<file path="config.mk">
export PLATFORM = sky130hd
export DESIGN_NAME = lmw_route_top
export DESIGN_NICKNAME = d
export VERILOG_FILES = /design/src/rtl/lmw_pkg.sv /design/src/rtl/lmw_cfg_regs.sv /design/src/rtl/lmw_route_dec.sv /design/src/rtl/lmw_route_top.sv
export SDC_FILE = /design/constraint.sdc
export NUM_CORES = 1
export LEC_CHECK = 0
export ABC_AREA = 1
export BUFFER_PORTS_ARGS = -buffer_cell sky130_fd_sc_hd__clkbuf_2
export CORE_MARGIN = 2
export CORE_UTILIZATION = 40
export CTS_BUF_LIST = sky130_fd_sc_hd__clkbuf_8
export CTS_CLUSTER_SIZE = 10
export DETAILED_ROUTE_END_ITERATION = 16
export PLACE_DENSITY = 0.78
export SYNTH_ARGS = -nofsm -noshare
export SYNTH_HDL_FRONTEND = slang
export SYNTH_SLANG_ARGS = --single-unit
export TNS_END_PERCENT = 1
</file>
<file path="constraint.sdc">
create_clock -name clk -period 5.5 [get_ports clk]
set_input_delay 1.65 -clock clk [delete_from_list [all_inputs] [get_ports clk]]
set_output_delay 1.65 -clock clk [all_outputs]
set_load 0.1 [all_outputs]
</file>
<file path="src/rtl/lmw_pkg.sv">
package lmw_pkg;

   // Attribute nibble: bit 1 enables writes, bit 0 enables reads
   typedef struct packed {
      logic wr_en;
      logic rd_en;
   } attr_t;

   localparam int unsigned SMR_OPEN_BIT = 6;
   localparam int unsigned SMR_GEN_BIT  = 3;
   localparam logic [2:0]  SMR_FIXED    = 3'b010;

   // Byte (relative to the first attribute byte) that holds window w
   function automatic int unsigned attr_byte_of(input int unsigned w);
      return (w + 1) / 2;
   endfunction

   // Even windows (including window 0) use the high nibble
   function automatic bit attr_in_high(input int unsigned w);
      return (w % 2) == 0;
   endfunction

endpackage

</file>
<file path="src/rtl/lmw_cfg_regs.sv">
module lmw_cfg_regs
   import lmw_pkg::*;
#(
   parameter int unsigned CFG_AW     = 8,
   parameter int unsigned ATTR_BASE  = 'h59,
   parameter int unsigned ATTR_BYTES = 7,
   parameter int unsigned NWIN       = 13,
   parameter int unsigned SMR_OFS    = 'h72,
   parameter int unsigned RSZ_OFS    = 'h57,
   parameter int unsigned RAM_MB     = 512
) (
   input  logic                   clk,
   input  logic                   rst_n,
   input  logic                   cfg_we,
   input  logic [CFG_AW-1:0]      cfg_addr,
   input  logic [3:0]             cfg_be,
   input  logic [31:0]            cfg_wdata,
   output logic [31:0]            cfg_rdata,
   output attr_t [NWIN-1:0]       attr_o,
   output logic [7:0]             smram_o
);

   localparam int unsigned RSZ_UNITS = RAM_MB / 8;
   localparam logic [7:0]  RSZ_VAL   = (RSZ_UNITS > 255) ? 8'd255 : 8'(RSZ_UNITS);
   localparam logic [CFG_AW-1:0] RSZ_OFS_V = CFG_AW'(RSZ_OFS);
   localparam logic [CFG_AW-1:0] SMR_OFS_V = CFG_AW'(SMR_OFS);
   localparam int unsigned SMR_LANE = SMR_OFS % 4;

   if (NWIN != 2 * ATTR_BYTES - 1) begin : g_bad_nwin
      $error("lmw_cfg_regs: NWIN must equal 2*ATTR_BYTES-1");
   end
   if (CFG_AW < 3) begin : g_bad_aw
      $error("lmw_cfg_regs: CFG_AW too small");
   end

   attr_t [NWIN-1:0] attr_q;
   logic  [4:0]      smr_q;
   logic             unused_wdata;

   assign unused_wdata = ^cfg_wdata;

   // one attribute field per window, placed by the package helpers
   for (genvar w = 0; w < NWIN; w++) begin : g_win
      localparam int unsigned OFS  = ATTR_BASE + attr_byte_of(w);
      localparam int unsigned LANE = OFS % 4;
      localparam int unsigned SH   = attr_in_high(w) ? 4 : 0;
      localparam logic [CFG_AW-1:0] OFS_V = CFG_AW'(OFS);
      logic hit;

      assign hit = cfg_we && (cfg_addr[CFG_AW-1:2] == OFS_V[CFG_AW-1:2]) && cfg_be[LANE];

      always_ff @(posedge clk or negedge rst_n) begin
         if (!rst_n)   attr_q[w] <= '0;
         else if (hit) attr_q[w] <= attr_t'(cfg_wdata[8*LANE+SH +: 2]);
      end
      assign attr_o[w] = attr_q[w];
   end

   logic smr_hit;
   assign smr_hit = cfg_we && (cfg_addr[CFG_AW-1:2] == SMR_OFS_V[CFG_AW-1:2]) && cfg_be[SMR_LANE];

   always_ff @(posedge clk or negedge rst_n) begin
      if (!rst_n)       smr_q <= 5'b00000;
      else if (smr_hit) smr_q <= cfg_wdata[8*SMR_LANE+3 +: 5];
   end

   assign smram_o = {smr_q, SMR_FIXED};

   logic [3:0][7:0] rd_lane;

   always_comb begin
      for (int b = 0; b < 4; b++) begin
         rd_lane[b] = 8'h00;
         if ({cfg_addr[CFG_AW-1:2], 2'(b)} == RSZ_OFS_V) rd_lane[b] = RSZ_VAL;
         if ({cfg_addr[CFG_AW-1:2], 2'(b)} == SMR_OFS_V) rd_lane[b] = {smr_q, SMR_FIXED};
         for (int w = 0; w < NWIN; w++) begin
            if ({cfg_addr[CFG_AW-1:2], 2'(b)} == CFG_AW'(ATTR_BASE + attr_byte_of(w))) begin
               rd_lane[b] = rd_lane[b] |
                  (attr_in_high(w) ? {2'b00, attr_q[w], 4'h0} : {6'h00, attr_q[w]});
            end
         end
      end
   end

   assign cfg_rdata = rd_lane;

endmodule

</file>
<file path="src/rtl/lmw_route_dec.sv">
module lmw_route_dec
   import lmw_pkg::*;
#(
   parameter int unsigned AW        = 20,
   parameter int unsigned NWIN      = 13,
   parameter int unsigned BIOS_BASE = 'hF0000,
   parameter int unsigned BIOS_SIZE = 'h10000,
   parameter int unsigned EXP_BASE  = 'hC0000,
   parameter int unsigned EXP_SIZE  = 'h4000,
   parameter int unsigned SMR_BASE  = 'hA0000,
   parameter int unsigned SMR_SIZE  = 'h20000
) (
   input  logic              req_valid,
   input  logic [AW-1:0]     req_addr,
   input  logic              req_write,
   input  logic              req_smm,
   input  attr_t [NWIN-1:0]  attr,
   input  logic              smr_open,
   input  logic              smr_gen,
   output logic              to_dram,
   output logic              to_pci
);

   localparam int unsigned EXP_END = EXP_BASE + (NWIN - 1) * EXP_SIZE;

   if (AW > 31) begin : g_bad_aw
      $error("lmw_route_dec: AW must be below 32");
   end
   if (EXP_END > BIOS_BASE) begin : g_bad_map
      $error("lmw_route_dec: expansion windows overlap the firmware window");
   end
   if (SMR_BASE + SMR_SIZE > EXP_BASE) begin : g_bad_smr
      $error("lmw_route_dec: management window overlaps expansion windows");
   end

   logic [31:0]     addr_ext;
   logic [NWIN-1:0] win_hit;
   logic [NWIN-1:0] rd_ok;
   logic [NWIN-1:0] wr_ok;

   assign addr_ext = {{(32-AW){1'b0}}, req_addr};

   for (genvar w = 0; w < NWIN; w++) begin : g_cmp
      localparam int unsigned LO = (w == 0) ? BIOS_BASE : EXP_BASE + (w - 1) * EXP_SIZE;
      localparam int unsigned HI = LO + ((w == 0) ? BIOS_SIZE : EXP_SIZE);
      assign win_hit[w] = (addr_ext >= LO) && (addr_ext < HI);
      assign rd_ok[w]   = attr[w].rd_en;
      assign wr_ok[w]   = attr[w].wr_en;
   end

   logic in_attr;
   logic in_smr;
   logic route_dram;

   assign in_attr = |win_hit;
   assign in_smr  = (addr_ext >= SMR_BASE) && (addr_ext < SMR_BASE + SMR_SIZE);

   always_comb begin
      if (in_attr)     route_dram = req_write ? |(win_hit & wr_ok) : |(win_hit & rd_ok);
      else if (in_smr) route_dram = (req_smm && smr_gen) || smr_open;
      else             route_dram = 1'b1;
   end

   assign to_dram = req_valid &&  route_dram;
   assign to_pci  = req_valid && !route_dram;

endmodule

</file>
<file path="src/rtl/lmw_route_top.sv">
module lmw_route_top
   import lmw_pkg::*;
#(
   parameter int unsigned AW         = 20,
   parameter int unsigned CFG_AW     = 8,
   parameter int unsigned ATTR_BASE  = 'h59,
   parameter int unsigned ATTR_BYTES = 7,
   parameter int unsigned SMR_OFS    = 'h72,
   parameter int unsigned RSZ_OFS    = 'h57,
   parameter int unsigned RAM_MB     = 512,
   parameter int unsigned BIOS_BASE  = 'hF0000,
   parameter int unsigned BIOS_SIZE  = 'h10000,
   parameter int unsigned EXP_BASE   = 'hC0000,
   parameter int unsigned EXP_SIZE   = 'h4000,
   parameter int unsigned SMR_BASE   = 'hA0000,
   parameter int unsigned SMR_SIZE   = 'h20000
) (
   input  logic              clk,
   input  logic              rst_n,
   input  logic              cfg_we,
   input  logic [CFG_AW-1:0] cfg_addr,
   input  logic [3:0]        cfg_be,
   input  logic [31:0]       cfg_wdata,
   output logic [31:0]       cfg_rdata,
   input  logic              cpu_valid,
   input  logic [AW-1:0]     cpu_addr,
   input  logic              cpu_write,
   input  logic              cpu_smm,
   output logic              sel_dram,
   output logic              sel_pci
);

   localparam int unsigned NWIN = 2 * ATTR_BYTES - 1;

   attr_t [NWIN-1:0] attr_vec;
   logic  [7:0]      smram_byte;
   logic             unused_smr;

   assign unused_smr = ^{smram_byte[7], smram_byte[5:4], smram_byte[2:0]};

   lmw_cfg_regs #(
      .CFG_AW(CFG_AW), .ATTR_BASE(ATTR_BASE), .ATTR_BYTES(ATTR_BYTES), .NWIN(NWIN),
      .SMR_OFS(SMR_OFS), .RSZ_OFS(RSZ_OFS), .RAM_MB(RAM_MB)
   ) u_regs (
      .clk(clk), .rst_n(rst_n), .cfg_we(cfg_we), .cfg_addr(cfg_addr), .cfg_be(cfg_be),
      .cfg_wdata(cfg_wdata), .cfg_rdata(cfg_rdata), .attr_o(attr_vec), .smram_o(smram_byte)
   );

   lmw_route_dec #(
      .AW(AW), .NWIN(NWIN), .BIOS_BASE(BIOS_BASE), .BIOS_SIZE(BIOS_SIZE),
      .EXP_BASE(EXP_BASE), .EXP_SIZE(EXP_SIZE), .SMR_BASE(SMR_BASE), .SMR_SIZE(SMR_SIZE)
   ) u_dec (
      .req_valid(cpu_valid), .req_addr(cpu_addr), .req_write(cpu_write), .req_smm(cpu_smm),
      .attr(attr_vec), .smr_open(smram_byte[SMR_OPEN_BIT]), .smr_gen(smram_byte[SMR_GEN_BIT]),
      .to_dram(sel_dram), .to_pci(sel_pci)
   );

endmodule

</file>
==> flow_summary.ini <==
[run_status]
status = finished, final reports clean

[logic_synthesis]
ys_seq_area_share_pct = 39.5
synth_seq_cells = 31
synth.area.top_cells = dfrtp_1 40%, nand2_1 12%, inv_1 8.6%, nor2_1 7.6%, nand3_1 5.6%
synthAdderAreaFrac_pct = 0
ys.flop_type = dfrtp_1
synthCells = 281
yosys.cell_types.count = 23
synth-simple-area-share_pct = 35.0
synthXorXnorAreaFrac_pct = 0
synth_warnings = 0
async_flop_share_pct = 100
synth-compound-area-share_pct = 11.6
yosys.area.top_type = dfrtp_1
synth_top_family_by_area = simple AND/OR/NAND/NOR gates
synth-edff-count = 0
synth_mux_area_share_pct = 0
netlist_area_mm2 = 0.00196
yosysTopAreaCellShare_pct = 39.5
avgSynthCellArea_um2 = 6.99

[timing]
period_share_pct = 93.5
slew_violations = 0
slew_headroom_pct = 48.4
hold_viol = 0
skew_ps = 0
whs_ps = 488
rsz0062_at_grt = false
layout_min_cycle_time_ps = 5140
fin_ws_ps = 358
fmax_mhz = 194
finalSetupViolCount = 0
timing.setup.tns_ps = 0
worst_pin_slew_ps = 773

[cts]
htreeDepth = 2
cts.repair.resized = 0
cts_tree = yes
clk_latency_ps = 290
cts_buffer_depth = 2
cts_hold_buf = 0
post-cts-setup-buffer-count = 0
cts.reportedPaths.clkPinSlew_ps = 70
cts_buffers = 5
cts-root-buf = clkbuf_8
numClockSinks = 31

[drt]
drc = 0
postRouteAntennaNets = 0
drtPass1Iterations = 5
viasPerCell = 4.73
vias = 1980
wl_per_cell_um = 11.6
initialDrtViolationCount = 163
wl_um = 4870

[critical_path]
critical_path.max_fanout = 8
r2r-start = u_regs.attr_o[7]
regToRegSetupSlack_ps = 4780
crit_arrival_ps = 3490
crit_path_frequent_cell = nand2_1
cp_cell_sequence = clkbuf_2 -> nor2_1 -> nand2_1 -> nand4_1 -> nand2_1 -> nor3_1 -> nand2_1 -> nand2_1 -> nand3_1 -> nor2_1 -> clkbuf_2
cp_slowest_cell = clkbuf_2
slowest_delay_ps = 460
rr_endpoint = u_regs.attr_o[7]
criticalPathCategory = primary input to output pin
critPathRequiredTime_ps = 3850
start_kind = primary input
r2r_cells = 2
end_kind = output pin

[placed_design]
gp_congestion = 0.844
pre_cts_ws_ps = 391
dp.cells = 411
hpwl_um = 3910
portBuffers = 62

[die]
dieArea_mm2 = 0.00548
coreArea_mm2 = 0.00472
fp.dieW_um = 74.1
die_height_um = 74.1
io_pins = 104
initial_utilization_pct = 41.6
rows = 25

[cells_and_area]
final_cells = 419
finish.net_count = 421
area_delta_synth_final_pct = 24.3
diodes = 0
drive_above_1_share_pct = 23.0

[power_and_ir_drop]
p_sw_uw = 193
p_comb_share_pct = 19.5
vdd_ir_drop_max_mv = 0.106
switching_share_pct = 31.6
internal_power_uw = 420
power_frac_seq_pct = 42.3
power_leakage_nw = 1.38
power.density_mw_per_mm2 = 251
total_power_uw = 613
clkPwrFrac_pct = 38.2

[job]
drv_cap = 0

[global_routing]
grt_pass1_vias = 1827
antenna_found_initial = 0
grt_usage_pct = 19.5
grt_max_degree = 32
grt_pass1_wl_um = 8170
overflow = 0

[worst_hold_path]
hold_start = u_regs.attr_o[3]
worstHoldPathType = flop to flop
hold_depth = 2
hold_path_end = u_regs.attr_o[3]
[power by group through the flow]
stage	clock network (mW)	registers, mW	logic (mW)
2_1_floorplan	0	0.259	0.0949
3_3_place_gp	0	0.263	0.118
3_5_place_dp	0	0.263	0.120
4_1_cts	0.238	0.259	0.121
5_1_grt	0.252	0.262	0.133
6_report	0.234	0.259	0.120
[worst max-delay path: cells and delay by family]
kind | cells | cell delay [ps]
buffers and inverters | 2 | 590
and+or+nand+nor | 9 | 1250
[cells in the final DEF, fill, tap and decap left out, types with 9 or more instances in the layout]
cell type	count
clkbuf_2	62
nand2_1	65
conb_1	12
nand3_1	22
o21ai_0	22
nor2_1	40
a21oi_1	11
nand4_1	9
inv_1	45
dfrtp_1	31
[layout make-up]
| cell class | instances | area (µm²) |
|---|---|---|
| fill | 497 | 2280 |
| multi-input combinational | 202 | 960 |
| sequential | 31 | 776 |
| timing repair buffer | 64 | 325 |
| inverter | 47 | 179 |
| tap | 67 | 83.8 |
| clock buffer | 6 | 82.6 |
| clock inverter | 2 | 35.0 |
[worst max-delay path by stage]
| stage | endpoint | depth (start not counted) | slack [ps] | start |
|---|---|---|---|---|
| 6_report | sel_pci | 11 | 360 | cpu_addr[15] |
| 5_1_grt | sel_pci | 11 | 150 | cpu_addr[15] |
| 3_3_place_gp | sel_pci | 11 | 400 | cpu_addr[15] |
| 4_1_cts | sel_pci | 11 | 390 | cpu_addr[15] |
| 2_1_floorplan | cfg_rdata[28] | 5 | -710 | cfg_addr[5] |
| 3_5_place_dp | sel_pci | 11 | 390 | cpu_addr[15] |
[logic make-up after synthesis]
| family | count (synthesis) |
|---|---|
| and+or+nand+nor | 147 |
| buffers and inverters | 59 |
| other | 1 |
| DFF | 31 |
| AOI/OAI and AO/OA | 43 |
[metal layers]
| metal | vias to the layer above | GRT usage (%) | share of wire [%] |
|---|---|---|---|
| li1 | 1013 | - | - |
| met1 | 891 | 25.9 | 46 |
| met2 | 70 | 31.2 | 47 |
| met3 | 6 | 5.01 | 6.5 |
| met4 | 0 | 6.67 | 1.2 |
| met5 | - | 0 | 0 |
[metrics by stage]
stage                     area [µm²]  util (%)
final                           2440      51.7
after global routing            2440      51.7
after CTS                       2440      51.7
after detailed placement        2320      49.2
after global placement          2320      49.2
after floorplan                 2000         -
[registers in the layout (all words and copies together), names as in the netlist]
signal and cells:
u_regs.smr_q 5, u_regs.attr_o 26
[cell usage after synthesis (2+ instances only)]
cell	number
a21oi_1	11
a22o_1	2
buf_4	12
dfrtp_1	31
inv_1	45
nand2_1	65
nand2_4	3
nand3_1	22
nand4_1	9
nor2_1	40
nor3_1	2
nor4_4	2
o21ai_0	22
o21ai_1	6
Power figures use the tool's default switching activity.
